[src/rtl/nand_seq_pkg.sv]
package nand_seq_pkg;

  localparam int FRAME_N = 8;
  localparam int IDX_W   = $clog2(FRAME_N);

  localparam logic [7:0] OP_RD_LO  = 8'h00;
  localparam logic [7:0] OP_RD_HI  = 8'h01;
  localparam logic [7:0] OP_RD_SPR = 8'h50;
  localparam logic [7:0] OP_SEQIN  = 8'h80;
  localparam logic [7:0] OP_PROG   = 8'h10;
  localparam logic [7:0] OP_ERS1   = 8'h60;
  localparam logic [7:0] OP_ERS2   = 8'hD0;
  localparam logic [7:0] OP_STAT   = 8'h70;

  typedef enum logic [1:0] {BK_NONE, BK_CMD, BK_ADDR} byte_kind_t;

  typedef struct packed {
    byte_kind_t  kind;
    logic [7:0]  val;
  } bus_byte_t;

  typedef enum logic [1:0] {WC_NONE, WC_BOUNDED, WC_OPEN} wait_cls_t;

  // pointer opcode that must precede sequential data input
  function automatic logic [7:0] seq_ptr(input logic [15:0] c, input int pb);
    if (int'(c) >= pb)       return OP_RD_SPR;
    else if (c >= 16'd256)   return OP_RD_HI;
    else                     return OP_RD_LO;
  endfunction

  // column rebased into the region selected by seq_ptr
  function automatic logic [15:0] col_rebase(input logic [15:0] c, input int pb);
    if (int'(c) >= pb)       return c - 16'(pb);
    else if (c >= 16'd256)   return c - 16'd256;
    else                     return c;
  endfunction

  // column byte placed on the bus; wide bus counts words
  function automatic logic [7:0] col_lane(input logic [15:0] c, input logic wide);
    logic [15:0] t;
    t = wide ? (c >> 1) : c;
    return t[7:0];
  endfunction

  function automatic wait_cls_t classify(input logic [7:0] op);
    case (op)
      OP_PROG, OP_ERS1, OP_ERS2, OP_SEQIN, OP_STAT: return WC_NONE;
      OP_RD_LO, OP_RD_HI, OP_RD_SPR:                return WC_BOUNDED;
      default:                                      return WC_OPEN;
    endcase
  endfunction

endpackage

[src/rtl/nand_seq_frame.sv]
module nand_seq_frame
  import nand_seq_pkg::*;
#(
  parameter int COL_W      = 10,
  parameter int PAGE_BYTES = 512
)(
  input  logic [7:0]                    cmd,
  input  logic                          col_valid,
  input  logic [COL_W-1:0]              col,
  input  logic                          page_valid,
  input  logic [19:0]                   page,
  input  logic                          large_dev,
  input  logic                          bus16,
  output bus_byte_t [FRAME_N-1:0]       frame,
  output logic [IDX_W-1:0]              nbytes,
  output logic [IDX_W-1:0]              pg_idx,
  output wait_cls_t                     cls,
  output logic                          hold_ce
);

  logic [15:0]      colx;
  logic [IDX_W-1:0] n;

  always_comb begin
    frame  = '0;
    n      = '0;
    colx   = 16'(col);
    pg_idx = '0;
    if (cmd == OP_SEQIN) begin
      frame[n] = '{kind: BK_CMD, val: seq_ptr(colx, PAGE_BYTES)};
      colx     = col_rebase(colx, PAGE_BYTES);
      n        = n + 1'b1;
    end
    frame[n] = '{kind: BK_CMD, val: cmd};
    n        = n + 1'b1;
    if (col_valid) begin
      frame[n] = '{kind: BK_ADDR, val: col_lane(colx, bus16)};
      n        = n + 1'b1;
    end
    pg_idx = n;
    if (page_valid) begin
      frame[n] = '{kind: BK_ADDR, val: page[7:0]};
      n        = n + 1'b1;
      frame[n] = '{kind: BK_ADDR, val: page[15:8]};
      n        = n + 1'b1;
      if (large_dev) begin
        frame[n] = '{kind: BK_ADDR, val: {4'h0, page[19:16]}};
        n        = n + 1'b1;
      end
    end
    nbytes = n;
  end

  assign cls     = classify(cmd);
  assign hold_ce = (cls == WC_BOUNDED) && page_valid;

endmodule

[src/rtl/nand_we_timer.sv]
module nand_we_timer #(
  parameter int WE_LO = 2,
  parameter int WE_HI = 2
)(
  input  logic clk,
  input  logic rst_n,
  input  logic run,
  output logic we_low,
  output logic byte_end
);

  localparam int MAXC = (WE_LO > WE_HI) ? WE_LO : WE_HI;
  localparam int CW   = $clog2(MAXC + 1);

  logic          lo_q;
  logic [CW-1:0] cnt_q;

  assign we_low   = run && lo_q;
  assign byte_end = run && !lo_q && (cnt_q == CW'(WE_HI - 1));

  always_ff @(posedge clk) begin
    if (!rst_n) begin
      lo_q  <= 1'b1;
      cnt_q <= '0;
    end else if (!run) begin
      lo_q  <= 1'b1;
      cnt_q <= '0;
    end else if (lo_q) begin
      if (cnt_q == CW'(WE_LO - 1)) begin
        lo_q  <= 1'b0;
        cnt_q <= '0;
      end else begin
        cnt_q <= cnt_q + 1'b1;
      end
    end else if (byte_end) begin
      lo_q  <= 1'b1;
      cnt_q <= '0;
    end else begin
      cnt_q <= cnt_q + 1'b1;
    end
  end

endmodule

[src/rtl/nand_rdy_wait.sv]
module nand_rdy_wait #(
  parameter int TWB_CYC = 13,
  parameter int TO_CYC  = 3750
)(
  input  logic clk,
  input  logic rst_n,
  input  logic arm,
  input  logic bounded,
  input  logic rdy,
  output logic fin,
  output logic expired
);

  localparam int MAXV = (TWB_CYC > TO_CYC) ? TWB_CYC : TO_CYC;
  localparam int CW   = $clog2(MAXV + 1);

  typedef enum logic [1:0] {W_IDLE, W_TWB, W_POLL} wst_t;

  wst_t          st_q;
  logic [CW-1:0] cnt_q;
  logic          limit_hit;

  assign limit_hit = bounded && (cnt_q == CW'(TO_CYC - 1));
  assign fin       = (st_q == W_POLL) && (rdy || limit_hit);
  assign expired   = (st_q == W_POLL) && !rdy && limit_hit;

  always_ff @(posedge clk) begin
    if (!rst_n) begin
      st_q  <= W_IDLE;
      cnt_q <= '0;
    end else begin
      case (st_q)
        W_IDLE: if (arm) begin
          st_q  <= W_TWB;
          cnt_q <= '0;
        end
        W_TWB: if (cnt_q == CW'(TWB_CYC - 1)) begin
          st_q  <= W_POLL;
          cnt_q <= '0;
        end else begin
          cnt_q <= cnt_q + 1'b1;
        end
        W_POLL: if (fin) begin
          st_q  <= W_IDLE;
          cnt_q <= '0;
        end else begin
          cnt_q <= cnt_q + 1'b1;
        end
        default: st_q <= W_IDLE;
      endcase
    end
  end


  arm_idle_chk: assert property (@(posedge clk) disable iff (!rst_n)
    arm |-> (st_q == W_IDLE));

endmodule

[src/rtl/nand_cmd_seq.sv]
module nand_cmd_seq
  import nand_seq_pkg::*;
#(
  parameter int COL_W      = 10,
  parameter int PAGE_W     = 20,
  parameter int DQ_W       = 16,
  parameter int PAGE_BYTES = 512,
  parameter int CLK_MHZ    = 125,
  parameter int CHIP_US    = 30,
  parameter int TWB_NS     = 100,
  parameter int WE_LO      = 2,
  parameter int WE_HI      = 2
)(
  input  logic              clk,
  input  logic              rst_n,
  input  logic              start,
  input  logic [7:0]        cmd,
  input  logic              col_valid,
  input  logic [COL_W-1:0]  col,
  input  logic              page_valid,
  input  logic [PAGE_W-1:0] page,
  input  logic              large_dev,
  input  logic              bus16,
  input  logic [7:0]        dev_stat,
  output logic              cle,
  output logic              ale,
  output logic              nce,
  output logic              nwe,
  output logic [DQ_W-1:0]   dq_out,
  output logic              dq_oe,
  output logic              busy,
  output logic              done,
  output logic              timeout
);

  localparam int TWB_RAW = (CLK_MHZ * TWB_NS + 999) / 1000;
  localparam int TWB_CYC = (TWB_RAW < 1) ? 1 : TWB_RAW;
  localparam int TO_CYC  = CLK_MHZ * CHIP_US;

  typedef enum logic [1:0] {T_IDLE, T_SEND, T_WAIT} tst_t;

  // frame builder outputs
  bus_byte_t [FRAME_N-1:0] frm_c;
  logic [IDX_W-1:0]        nbytes_c, pgidx_c;
  wait_cls_t               cls_c;
  logic                    hold_c;

  // latched transaction
  bus_byte_t [FRAME_N-1:0] frm_q;
  logic [IDX_W-1:0]        nbytes_q, pgidx_q, idx_q;
  wait_cls_t               cls_q;
  logic                    hold_q;
  tst_t                    st_q;
  logic                    force_q, done_q, to_q;

  // named internal events
  logic      sending, we_low, byte_end, last_byte, arm, wait_fin, wait_expired;
  bus_byte_t cur;
  logic      stat_unused;

  assign stat_unused = ^dev_stat[7:1];

  nand_seq_frame #(.COL_W(COL_W), .PAGE_BYTES(PAGE_BYTES)) u_frame (
    .cmd        (cmd),
    .col_valid  (col_valid),
    .col        (col),
    .page_valid (page_valid),
    .page       (20'(page)),
    .large_dev  (large_dev),
    .bus16      (bus16),
    .frame      (frm_c),
    .nbytes     (nbytes_c),
    .pg_idx     (pgidx_c),
    .cls        (cls_c),
    .hold_ce    (hold_c)
  );

  assign sending   = (st_q == T_SEND);
  assign cur       = frm_q[idx_q];
  assign last_byte = (idx_q == nbytes_q - 1'b1);
  assign arm       = sending && byte_end && last_byte && (cls_q != WC_NONE);

  nand_we_timer #(.WE_LO(WE_LO), .WE_HI(WE_HI)) u_we (
    .clk      (clk),
    .rst_n    (rst_n),
    .run      (sending),
    .we_low   (we_low),
    .byte_end (byte_end)
  );

  nand_rdy_wait #(.TWB_CYC(TWB_CYC), .TO_CYC(TO_CYC)) u_wait (
    .clk     (clk),
    .rst_n   (rst_n),
    .arm     (arm),
    .bounded (cls_q == WC_BOUNDED),
    .rdy     (dev_stat[0]),
    .fin     (wait_fin),
    .expired (wait_expired)
  );

  always_ff @(posedge clk) begin
    if (!rst_n) begin
      st_q     <= T_IDLE;
      frm_q    <= '0;
      nbytes_q <= '0;
      pgidx_q  <= '0;
      idx_q    <= '0;
      cls_q    <= WC_NONE;
      hold_q   <= 1'b0;
      force_q  <= 1'b0;
      done_q   <= 1'b0;
      to_q     <= 1'b0;
    end else begin
      done_q <= 1'b0;
      to_q   <= 1'b0;
      case (st_q)
        T_IDLE: if (start) begin
          frm_q    <= frm_c;
          nbytes_q <= nbytes_c;
          pgidx_q  <= pgidx_c;
          cls_q    <= cls_c;
          hold_q   <= hold_c;
          idx_q    <= '0;
          st_q     <= T_SEND;
        end
        T_SEND: if (byte_end) begin
          if (hold_q && (idx_q == pgidx_q)) force_q <= 1'b1;
          if (last_byte) begin
            if (cls_q == WC_NONE) begin
              st_q   <= T_IDLE;
              done_q <= 1'b1;
            end else begin
              st_q <= T_WAIT;
            end
          end else begin
            idx_q <= idx_q + 1'b1;
          end
        end
        T_WAIT: if (wait_fin) begin
          st_q    <= T_IDLE;
          done_q  <= 1'b1;
          to_q    <= wait_expired;
          force_q <= 1'b0;
        end
        default: st_q <= T_IDLE;
      endcase
    end
  end

  assign cle     = sending && (cur.kind == BK_CMD);
  assign ale     = sending && (cur.kind == BK_ADDR);
  assign nwe     = !we_low;
  assign dq_out  = sending ? DQ_W'(cur.val) : '0;
  assign dq_oe   = sending;
  assign nce     = !(sending || force_q);
  assign busy    = (st_q != T_IDLE);
  assign done    = done_q;
  assign timeout = to_q;


  busy_after_start_chk: assert property (@(posedge clk) disable iff (!rst_n)
    (start && !busy) |=> busy);


  done_pulse_chk: assert property (@(posedge clk) disable iff (!rst_n)
    done |=> !done);


  latch_excl_chk: assert property (@(posedge clk) disable iff (!rst_n)
    !(cle && ale));


  strobe_has_latch_chk: assert property (@(posedge clk) disable iff (!rst_n)
    $fell(nwe) |-> (cle || ale));


  timeout_with_done_chk: assert property (@(posedge clk) disable iff (!rst_n)
    timeout |-> (done && !busy));


  ce_release_chk: assert property (@(posedge clk) disable iff (!rst_n)
    $fell(force_q) |-> done);

endmodule

[config.mk]
export PLATFORM = sky130hd
export DESIGN_NAME = nand_cmd_seq
export DESIGN_NICKNAME = d
export VERILOG_FILES = /design/src/rtl/nand_seq_pkg.sv /design/src/rtl/nand_seq_frame.sv /design/src/rtl/nand_we_timer.sv /design/src/rtl/nand_rdy_wait.sv /design/src/rtl/nand_cmd_seq.sv
export SDC_FILE = /design/constraint.sdc
export NUM_CORES = 1
export LEC_CHECK = 0
export BUFFER_PORTS_ARGS = -buffer_cell sky130_fd_sc_hd__buf_2
export CAP_MARGIN = 20
export CORE_MARGIN = 3
export CORE_UTILIZATION = 60
export DETAILED_ROUTE_END_ITERATION = 16
export GPL_TIMING_DRIVEN = 0
export PLACE_DENSITY_LB_ADDON = 0.05
export RECOVER_POWER = 100
export SYNTH_ARGS = -nofsm -noshare
export SYNTH_HDL_FRONTEND = slang
export SYNTH_SLANG_ARGS = --single-unit
[constraint.sdc]
create_clock -name clk -period 6.1 [get_ports clk]
set_input_delay 0.305 -clock clk [delete_from_list [all_inputs] [get_ports clk]]
set_output_delay 0.305 -clock clk [all_outputs]
set_load 0.02 [all_outputs]
==> flow_summary_export.csv, run 1 <==
group,metric,value,unit
outcome,status,"complete, no violations",
floorplanning,start_util,62.70,%
sta,hold_viol,0,
logic_synthesis,yosysUniqueCellTypes,73,
critical_path,crit_path_max_fanout,12,
logic_synthesis,synthArstFlopShare,0,%
worst_hold_path,whs_path_depth,3,
global_routing,grt_max_degree,18,
cells_and_area,diodes,0,
critical_path,reg2reg_to,"u_wait.cnt_q[5]",
logic_synthesis,synth_compound_gate_area_share,22.14,%
global_routing,first_global_vias,6743,
logic_synthesis,synth_warnings,0,
global_routing,grt.total_usage,36.05,%
routing,first_pass_iters,6,
floorplanning,die_w,110.6,um
cells_and_area,fin_nets,942,
run,cap_violations,0,
logic_synthesis,yosysTopAreaCell,"dfxtp_1",
logic_synthesis,synth-xor-area-share,1.678,%
logic_synthesis,synth_mux_area_share,11.54,%
critical_path,cpMostUsedCell,"clkbuf_1",
power_and_ir_drop,power.density,252.5,nW/um^2
floorplanning,fp.coreArea,10460,sq um
critical_path,critPathArrivalTime,4.57,ns
logic_synthesis,seq_area_frac_synth,32.65,%
routing,viasPerCell,6.687,
critical_path,crit_buf_inv,4,
place,placed_cell_area,7037,sq um
clocking,cts-htree-levels,3,
global_routing,grt_pass1_wl,35260,um
sta,slew_headroom,2.372,%
routing,postRouteAntennaNets,0,
worst_hold_path,whs_endpoint,"timeout",
logic_synthesis,synth_edf_count,0,
power_and_ir_drop,p_leak,2.679,nW
critical_path,crit_start,"cmd[1]",
logic_synthesis,syn_avg_cell_area,8.231,sq um
worst_hold_path,hold_path_class,"in2reg",
critical_path,endpoint_kind,"flop",
logic_synthesis,synthAdderAreaFrac,3.433,%
sta,setup_viol_count_final,0,
logic_synthesis,ys_ff_latch,107,
clocking,post-cts-setup-buffers,0,
clocking,clkTransAtPathRegs,0.10,ns
floorplanning,dieArea,12220,sq um
clocking,cts.sinks,107,
cells_and_area,design_area,7222,sq um
routing,wl,22320,um
sta,slew_violations,0,
critical_path,required,6.42,ns
critical_path,r2r_slack,3.29,ns
power_and_ir_drop,peakVddDrop,0.1742,mV
logic_synthesis,synth-simple-area-share,21.91,%
logic_synthesis,synth_top_area_share,32.65,%
clocking,hold_buffers,0,
critical_path,path_class,"in2reg",
logic_synthesis,synth_cells,797,
sta,rsz0062_at_grt,"no",
critical_path,cpPeakStageDelay,1.19,ns
floorplanning,die_height,110.6,um
floorplanning,pin_count,77,
sta,fmax,0.2356,GHz
place,gp_congestion,0.9969,
global_routing,grt_overflow_total,0,
sta,setup_tns,0,ns
logic_synthesis,synth_flop_cell,"dfxtp_1",
global_routing,antenna_found_initial,0,
floorplanning,row_count,37,
critical_path,reg2reg_depth,8,
worst_hold_path,hold_path.startpoint,"dev_stat[0]",
clocking,clk_path_buf_depth,2,
logic_synthesis,syn_area,6560,sq um
clocking,cts_root_buf,"clkbuf_8",
logic_synthesis,synth.area.top_cells,"dfxtp_1 33%, mux4_2 6.2%, a21oi_1 5.3%",
clocking,cts_tree,"built",
cells_and_area,drive_above_1_share,12.44,%
sta,tightest_slew,1.461,ns
critical_path,worstSetupStartpointType,"input pin",
routing,drtIter0Drc,1037,
clocking,cts_resized,0,
critical_path,critPathTopFamily,"simple AND/OR/NAND/NOR gates",
routing,routedWlPerCell,22.05,um
clocking,cts_buffers,9,
clocking,clk_latency,0.39,ns
routing,vias,6767,
critical_path,r2r-start,"u_wait.cnt_q[0]",
cells_and_area,syn_to_final_growth,10.09,%
critical_path,crit_chain,"buf_2 -> nor3_1 -> and3_1 -> clkbuf_1 -> ha_1 -> clkbuf_1 -> inv_1 -> nor3b_1 -> a22o_1 -> a22oi_1 -> nor2_1",
place,hpwlAfterDp,16490,um
routing,drc,0,
place,portBuffers,56,
sta,finalCritPeriodShare,69.58,%
critical_path,critPathSlowestCell,"nor3b_1",
sta,fin_worst_skew,0.006321,ns
sta,min_period,4.245,ns
logic_synthesis,synth_top_family_by_area,"compound AO/OA/AOI/OAI gates",
[layout by cell type (no fill, tap or decap), drive strengths merged, types with 5 or more instances in the layout]
master  netlist  layout
dfxtp       107     107
nor2         86      86
clkbuf       44      73
nand2        72      72
a21oi        70      70
buf          27      65
o21ai        39      39
nand3        36      36
inv          29      30
mux2i        25      25
a211oi       20      20
mux4         18      18
ha           18      18
and3         15      15
a22oi        15      15
nor3         13      13
nor2b        12      12
o31ai        12      12
a31oi        11      11
and2         10      10
nand2b        9       9
mux2          9       9
conb          1       8
or3           7       7
xnor2         6       6
a221oi        6       6
or4           6       6
o221a         5       5
nand3b        5       5
[final cells by class]
type                            count  area, sq um
Timing Repair Buffer               56        262.8
Clock buffer                       11        141.4
Fill cell                         910         3241
Multi-Input combinational cell    597         3973
Sequential cell                   107         2142
Clock inverter                      5        108.9
Inverter                           29        108.9
Buffer                             71        315.3
Tap cell                          136        170.2
[metrics by stage]
stage                     instances  utilization, %  power, mW  hold slack, ns  worst slack (ns)
after CTS                      1012           69.65      1.811          0.2261             2.552
after global placement          996           67.26      1.261          0.4396             2.052
after global routing           1012           69.03      1.882          0.2352             1.739
after floorplan                 804               -      1.105          0.4269             3.401
final                          1012           69.03      1.824          0.2154             1.855
after detailed placement        996           67.26      1.274          0.4459             2.152
[synth_stat cells, types with 11 or more instances]
master,count
o31ai_1,12
nand3_1,36
mux2i_1,25
a22oi_1,15
ha_1,18
o21ai_0,38
nor2_1,86
dfxtp_1,107
a31oi_1,11
a211oi_1,19
nor3_1,12
nor2b_1,12
clkbuf_1,44
inv_1,28
nand2_1,72
a21oi_1,69
and3_1,15
mux4_2,18
[sequential cells by signal (all words and copies together), names as in the netlist]
register,cells
frm_q,74
done,1
st_q,2
idx_q,3
hold_q,1
pgidx_q,2
u_we.lo_q,1
u_wait.cnt_q,12
force_q,1
u_we.cnt_q,2
cls_q,2
u_wait.st_q,2
nbytes_q,3
timeout,1
[worst max-delay path by stage]
stage,endpoint,slack [ns],cells after the start
2_1_floorplan,frm_q[71],3.40,10
3_3_place_gp,frm_q[23],2.05,11
3_5_place_dp,frm_q[23],2.15,11
4_1_cts,frm_q[23],2.55,11
5_1_grt,frm_q[62],1.74,11
6_report,frm_q[61],1.86,11
[report_power, final]
group	total (mW)	switching, mW	leakage (nW)	internal (mW)
clock	0.555	0.267	0.122	0.287
sequential	0.773	0.0312	0.869	0.742
combinational	0.496	0.332	1.69	0.164
total	1.82	0.630	2.68	1.19
[cells by family (layout without fill, tap and decap cells)]
| group | Yosys count | count (layout) |
|---|---|---|
| compound gates | 217 | 217 |
| fa+ha+maj | 18 | 18 |
| flops | 107 | 107 |
| other cells | 1 | 8 |
| mux | 52 | 52 |
| buf+inv | 100 | 172 |
| simple gates | 292 | 292 |
| xor+xnor | 10 | 10 |
[worst reg2reg max path: cells and delay by family (launching register included)]
family / cells / cell delay [ns]
AO/OA/AOI/OAI: 4 / 1.00
AND/OR/NAND/NOR: 1 / 0.58
buffers and inverters: 2 / 0.57
flip-flops: 1 / 0.39
adder cells (fa/ha/maj): 1 / 0.15
[per-layer routing]
layer	up-vias	share of wire (%)	wire (um)	track usage, %
li1	3029	-	-	-
met4	0	5.4	1204	15.85
met1	3145	36	8140	43.58
met2	475	47	10550	61.25
met5	-	0	0	0
met3	118	11	2421	8.274
No activity file was read; power rests on OpenSTA's default activity.
==> inputs of run 2 (changes only) <==
ABC_AREA = 1   (was unset)
CORE_UTILIZATION = 59   (was 60)
clock period = 4.1 ns   (was 6.1 ns; I/O delays follow)
==> flow_summary_export.csv, run 2 <==
group,metric,value,unit
global_routing,grt_pass1_wl,36950,um
logic_synthesis,synth_edf_count,0,
place,hpwlAfterDp,17460,um
sta,setup_viol_count_final,0,
logic_synthesis,yosysTopAreaCell,"dfxtp_1",
global_routing,grt_max_degree,18,
place,place_ws,1.002,ns
worst_hold_path,whs_path_depth,4,
sta,min_period,3.443,ns
worst_hold_path,whs_endpoint,"timeout",
clocking,cts_tree,"built",
routing,vias,7811,
routing,routedWlPerCell,17.71,um
sta,setup_ws,0.6572,ns
logic_synthesis,synth_top_area_share,31.55,%
clocking,post-cts-setup-buffers,0,
floorplanning,die_w,113.3,um
cells_and_area,seqCellArea,2142,sq um
clocking,cts_root_buf,"clkbuf_16",
critical_path,path_class,"in2reg",
logic_synthesis,yosysMostFrequentCell,"nand2_1",
logic_synthesis,yosysUniqueCellTypes,44,
critical_path,worstSetupStartpointType,"input pin",
routing,drc,0,
sta,fmax,0.2905,GHz
sta,rsz0062_at_grt,"no",
floorplanning,pin_count,77,
cells_and_area,layout_common_cells,"247 x nand2_1, 142 x nor2_1, 125 x a21oi_1",
run,cap_violations,0,
routing,first_pass_iters,5,
power_and_ir_drop,finalPower,3.441,mW
global_routing,grt.total_usage,36.49,%
logic_synthesis,seq_area_frac_synth,31.55,%
clocking,clkTransAtPathRegs,0.07,ns
sta,finalCritPeriodShare,83.97,%
critical_path,endpoint_kind,"flop",
cells_and_area,syn_to_final_growth,10.73,%
cells_and_area,multiInputGateArea,3915,sq um
cells_and_area,reg_top3,"frm_q: 74 flops, u_wait.cnt_q: 12 flops",
critical_path,required,4.40,ns
logic_synthesis,synth_warnings,0,
routing,wl,23170,um
cells_and_area,largest_reg_flops,74,
place,place_inst,1292,
power_and_ir_drop,p_leak,3.117,nW
critical_path,r2r_slack,1.33,ns
cells_and_area,finalNonFillerCells,1308,
floorplanning,dieArea,12830,sq um
sta,slew_headroom,43.09,%
clocking,clk_path_buf_depth,2,
logic_synthesis,synth.area.top_cells,"dfxtp_1 32%, nand2_1 14%, a21oi_1 9.1%",
logic_synthesis,ys_ff_latch,107,
routing,drtIter0Drc,1026,
cells_and_area,regMostFlops,"frm_q",
global_routing,first_global_vias,7057,
cells_and_area,fin_nets,1234,
global_routing,grt_overflow_total,0,
critical_path,reg2reg_depth,9,
floorplanning,fp.coreArea,11030,sq um
routing,postRouteAntennaNets,0,
cells_and_area,design_area,7517,sq um
sta,fin_worst_skew,0.008207,ns
routing,viasPerCell,5.972,
critical_path,r2r-start,"st_q[1]",
clocking,cts.sinks,107,
cells_and_area,diodes,0,
cells_and_area,layout_commonest_cell,"nand2_1",
cells_and_area,nFillCells,1105,
power_and_ir_drop,power.density,457.7,nW/um^2
logic_synthesis,synth_cells,1086,
sta,hold_viol,0,
worst_hold_path,hold_path_class,"in2reg",
place,gp_congestion,1.007,
logic_synthesis,synthTopCellsByCount,"245 x nand2_1, 139 x nor2_1, 123 x a21oi_1",
clocking,clk_latency,0.36,ns
power_and_ir_drop,peakVddDrop,0.6307,mV
critical_path,crit_path_max_fanout,12,
cells_and_area,drive_above_1_share,8.305,%
logic_synthesis,syn_area,6789,sq um
clocking,cts_buffers,9,
global_routing,antenna_found_initial,0,
sta,tightest_slew,0.8472,ns
floorplanning,die_height,113.3,um
place,placed_cell_area,7286,sq um
worst_hold_path,hold_path.startpoint,"dev_stat[0]",
clocking,cts_resized,0,
sta,setup_tns,0,ns
floorplanning,start_util,61.55,%
logic_synthesis,syn_avg_cell_area,6.251,sq um
critical_path,critPathArrivalTime,3.74,ns
sta,hold-worst-slack,0.1511,ns
logic_synthesis,synth_flop_cell,"dfxtp_1",
outcome,status,"complete, no violations",
logic_synthesis,synthArstFlopShare,0,%
critical_path,reg2reg_to,"u_wait.cnt_q[7]",
clocking,cts-htree-levels,3,
floorplanning,row_count,38,
cells_and_area,post-route-util,68.15,%
sta,slew_violations,0,
place,portBuffers,59,
clocking,hold_buffers,0,
## run 2: cell count changes in the layout (fill, tap and decap cells not counted), sizes merged, moves of 19 or more
cell / before / now
nand2: 72 / 248
o21ai: 39 / 123
inv: 30 / 106
nor2: 86 / 145
a21oi: 70 / 126
mux2i: 25 / 1
a211oi: 20 / 1
## run 2: per-layer routing
metal	up-vias	wire length (um)	GRT usage, %	part of all wire [%]
met5	-	0	0	0
met2	502	10250	57.66	44
met4	0	994	15.71	4.3
li1	3732	-	-	-
met1	3489	9277	47.48	40
met3	88	2644	8.984	11
## run 2: area by class of cell
type                       instances  area share [%]
multi-input combinational        813           52.08
clock inverter                     5          0.7823
timing repair buffer              59           3.678
inverter                         106           5.293
sequential                       107           28.50
tap                              140           2.330
buffer                            67           3.978
clock buffer                      11           3.362
## run 2: critical path: stages
cell and delay, ns:
clkbuf_1 0.11, inv_1 0.14, nand4_1 0.09, nor2_1 0.44, clkbuf_1 0.46, ha_1 0.23, buf_2 0.24, inv_1 0.18
nor3_1 0.68, o21ai_0 0.43, inv_1 0.24, o211ai_1 0.16, a21oi_1 0.14
## run 2: worst max-delay path by stage
stage	startpoint	end	slack (ns)	depth (start not counted)
3_3_place_gp	cmd[1]	frm_q[71]	0.96	13
5_1_grt	cmd[1]	frm_q[71]	0.55	13
3_5_place_dp	cmd[1]	frm_q[71]	1.00	13
6_report	cmd[1]	frm_q[71]	0.66	13
2_1_floorplan	cmd[6]	frm_q[5]	1.95	13
4_1_cts	cmd[1]	frm_q[71]	1.36	13
## run 2: cells by family after synthesis
| family | after synthesis | synth area share, % |
|---|---|---|
| buffers and inverters | 173 | 10.52 |
| and+or+nand+nor | 473 | 28.86 |
| adders and majority gates | 18 | 3.317 |
| xor gates and xnor gates | 3 | 0.3871 |
| muxes | 1 | 0.1474 |
| other | 1 | 0.05524 |
| DFF | 107 | 31.55 |
| AOI/OAI and AO/OA | 310 | 25.16 |
## run 2: where the power goes
| group | internal [mW] | switching, mW |
|---|---|---|
| clock | 0.509 | 0.426 |
| combinational | 0.365 | 0.919 |
| sequential | 1.15 | 0.0707 |
| total | 2.03 | 1.42 |
==> inputs of run 3 (changes only) <==
ABC_AREA = 0   (was 1)
clock period = 3.5 ns   (was 4.1 ns; I/O delays follow)
==> flow_summary_export.csv, run 3 (same netlist as run 1, synthesis figures left out) <==
group,metric,value,unit
outcome,status,"complete, no violations",
global_routing,grt_pass1_wl,33900,um
global_routing,grt_overflow_total,0,
routing,postRouteAntennaNets,0,
cells_and_area,layout_common_cells,"107 x dfxtp_1, 86 x nor2_1, 72 x nand2_1",
sta,tightest_slew,1.000,ns
cells_and_area,largest_reg_flops,74,
critical_path,critPathSlowestCell,"nor3_1",
sta,fin_worst_skew,0.01393,ns
critical_path,cpMostUsedCell,"buf_2",
clocking,clkTransAtPathRegs,0.11,ns
power_and_ir_drop,seq_power_share,44.9,%
power_and_ir_drop,clkPwrFrac,26.4,%
routing,viasPerCell,6.629,
routing,vias,6709,
place,hpwlAfterDp,16340,um
cells_and_area,drive_above_1_share,12.67,%
clocking,clk_latency,0.40,ns
floorplanning,row_count,37,
clocking,cts.sinks,107,
sta,hold-worst-slack,0.06898,ns
sta,slew_violations,0,
clocking,cts_root_buf,"clkbuf_8",
sta,slew_headroom,33.31,%
cells_and_area,diodes,0,
routing,drc,0,
global_routing,first_global_vias,6400,
critical_path,cpPeakStageDelay,0.80,ns
floorplanning,pin_count,77,
critical_path,worstSetupStartpointType,"input pin",
cells_and_area,layout_commonest_cell,"dfxtp_1",
power_and_ir_drop,internal_power,1.915,mW
sta,finalCritPeriodShare,93.64,%
routing,wl,21680,um
clocking,cts_tree,"built",
floorplanning,dieArea,12420,sq um
power_and_ir_drop,finalPower,2.996,mW
critical_path,endpoint_kind,"flop",
critical_path,crit_chain,"buf_2 -> nor4b_1 -> and3_1 -> buf_2 -> inv_1 -> ha_1 -> clkbuf_1 -> nor3_1 -> nor2_1 -> o211ai_1 -> a21oi_1",
power_and_ir_drop,p_leak,2.659,nW
cells_and_area,reg_top3,"frm_q: 74 flops, u_wait.cnt_q: 12 flops",
worst_hold_path,hold_path_class,"in2reg",
run,cap_violations,0,
critical_path,required,3.78,ns
clocking,cts-htree-levels,3,
floorplanning,die_height,111.4,um
routing,routedWlPerCell,21.43,um
floorplanning,die_w,111.4,um
sta,min_period,3.278,ns
global_routing,grt_max_degree,18,
place,gp_congestion,0.9662,
power_and_ir_drop,p_comb_share,28.7,%
sta,rsz0062_at_grt,"no",
cells_and_area,fin_nets,942,
critical_path,crit_path_max_fanout,10,
cells_and_area,syn_to_final_growth,9.193,%
sta,setup_viol_count_final,0,
place,portBuffers,56,
sta,fmax,0.3051,GHz
global_routing,antenna_found_initial,0,
global_routing,grt.total_usage,34.42,%
critical_path,critPathArrivalTime,3.56,ns
power_and_ir_drop,peakVddDrop,0.4250,mV
floorplanning,start_util,62.15,%
critical_path,path_class,"in2reg",
routing,first_pass_iters,6,
power_and_ir_drop,netSwitchingPower,1.080,mW
cells_and_area,regMostFlops,"frm_q",
routing,drtIter0Drc,707,
floorplanning,fp.coreArea,10560,sq um
power_and_ir_drop,power.density,418.2,nW/um^2
clocking,cts_buffers,9,
clocking,clk_path_buf_depth,2,
sta,hold_viol,0,
power_and_ir_drop,p_sw_share,36.07,%
clocking,post-cts-setup-buffers,0,
-- run 3: cell count changes in the layout (fill, tap and decap cells not counted), sizes merged, moves of 19 or more --
cell | before | now
mux2i | 1 | 25
inv | 106 | 30
a21oi | 126 | 70
a211oi | 1 | 20
o21ai | 123 | 39
nor2 | 145 | 86
nand2 | 248 | 72
-- run 3: final timing paths --
path / cells past startpoint / slack [ns] / from / endpoint
worst max-delay path: 11 / 0.22 / cmd[6] / frm_q[4]
worst min-delay path: 3 / 0.07 / dev_stat[0] / timeout
worst max register to register: 9 / 0.79 / st_q[1] / u_wait.cnt_q[4]
worst min register to register: 2 / 0.46 / frm_q[67] / frm_q[67]
-- run 3: final cells by class --
| type | instances | area [sq um] |
|---|---|---|
| clock buffer | 11 | 131.4 |
| inverter | 29 | 108.9 |
| buffer | 71 | 310.3 |
| timing repair buffer | 56 | 264.0 |
| sequential | 107 | 2142 |
| tap | 136 | 170.2 |
| fill | 947 | 3392 |
| clock inverter | 5 | 61.31 |
| multi-input combinational | 597 | 3975 |
-- run 3: timing repair --
| item | 4_1_cts | 5_1_grt |
|---|---|---|
| hold endpoints to repair | 0 | 0 |
| hold buffers | 0 | 0 |
| setup endpoints to repair | 5 | 13 |
| pin swaps | 0 | 0 |
| gates resized for setup | 1 | 2 |
-- run 3: per-layer routing --
layer	global-route usage (%)	vias up	part of all wire, %
met5	0	-	0
met4	16.06	0	5.0
met3	7.065	93	9.3
met2	58.06	417	48
met1	42.26	3168	38
li1	-	3031	-
-- run 3: power groups by stage --
stage,clock network (mW),logic (mW),registers [mW]
after floorplan,0,0.576,1.35
after detailed placement,0,0.847,1.37
after global routing,0.832,0.919,1.35
after CTS,0.785,0.852,1.34
final,0.791,0.859,1.35
after global placement,0,0.831,1.37
-- run 3: critical path, delay by kind of cell --
| kind | cells | cell delay, ns |
|---|---|---|
| buffers and inverters | 4 | 0.87 |
| and+or+nand+nor | 4 | 1.91 |
| adders and majority gates | 1 | 0.26 |
| AOI/OAI and AO/OA | 2 | 0.33 |
-- run 3: through the flow --
stage | util (%) | instances | instance area (sq um) | setup TNS, ns | setup WS (ns)
floorplan | - | 804 | 6586 | 0 | 0.9308
global placement | 66.67 | 996 | 7037 | -12.47 | -0.5022
detailed placement | 66.67 | 996 | 7037 | -15.67 | -0.5148
CTS | 68.54 | 1012 | 7234 | 0 | 0.1841
global route | 67.86 | 1012 | 7163 | 0 | 0.01461
finish | 67.86 | 1012 | 7163 | 0 | 0.2224
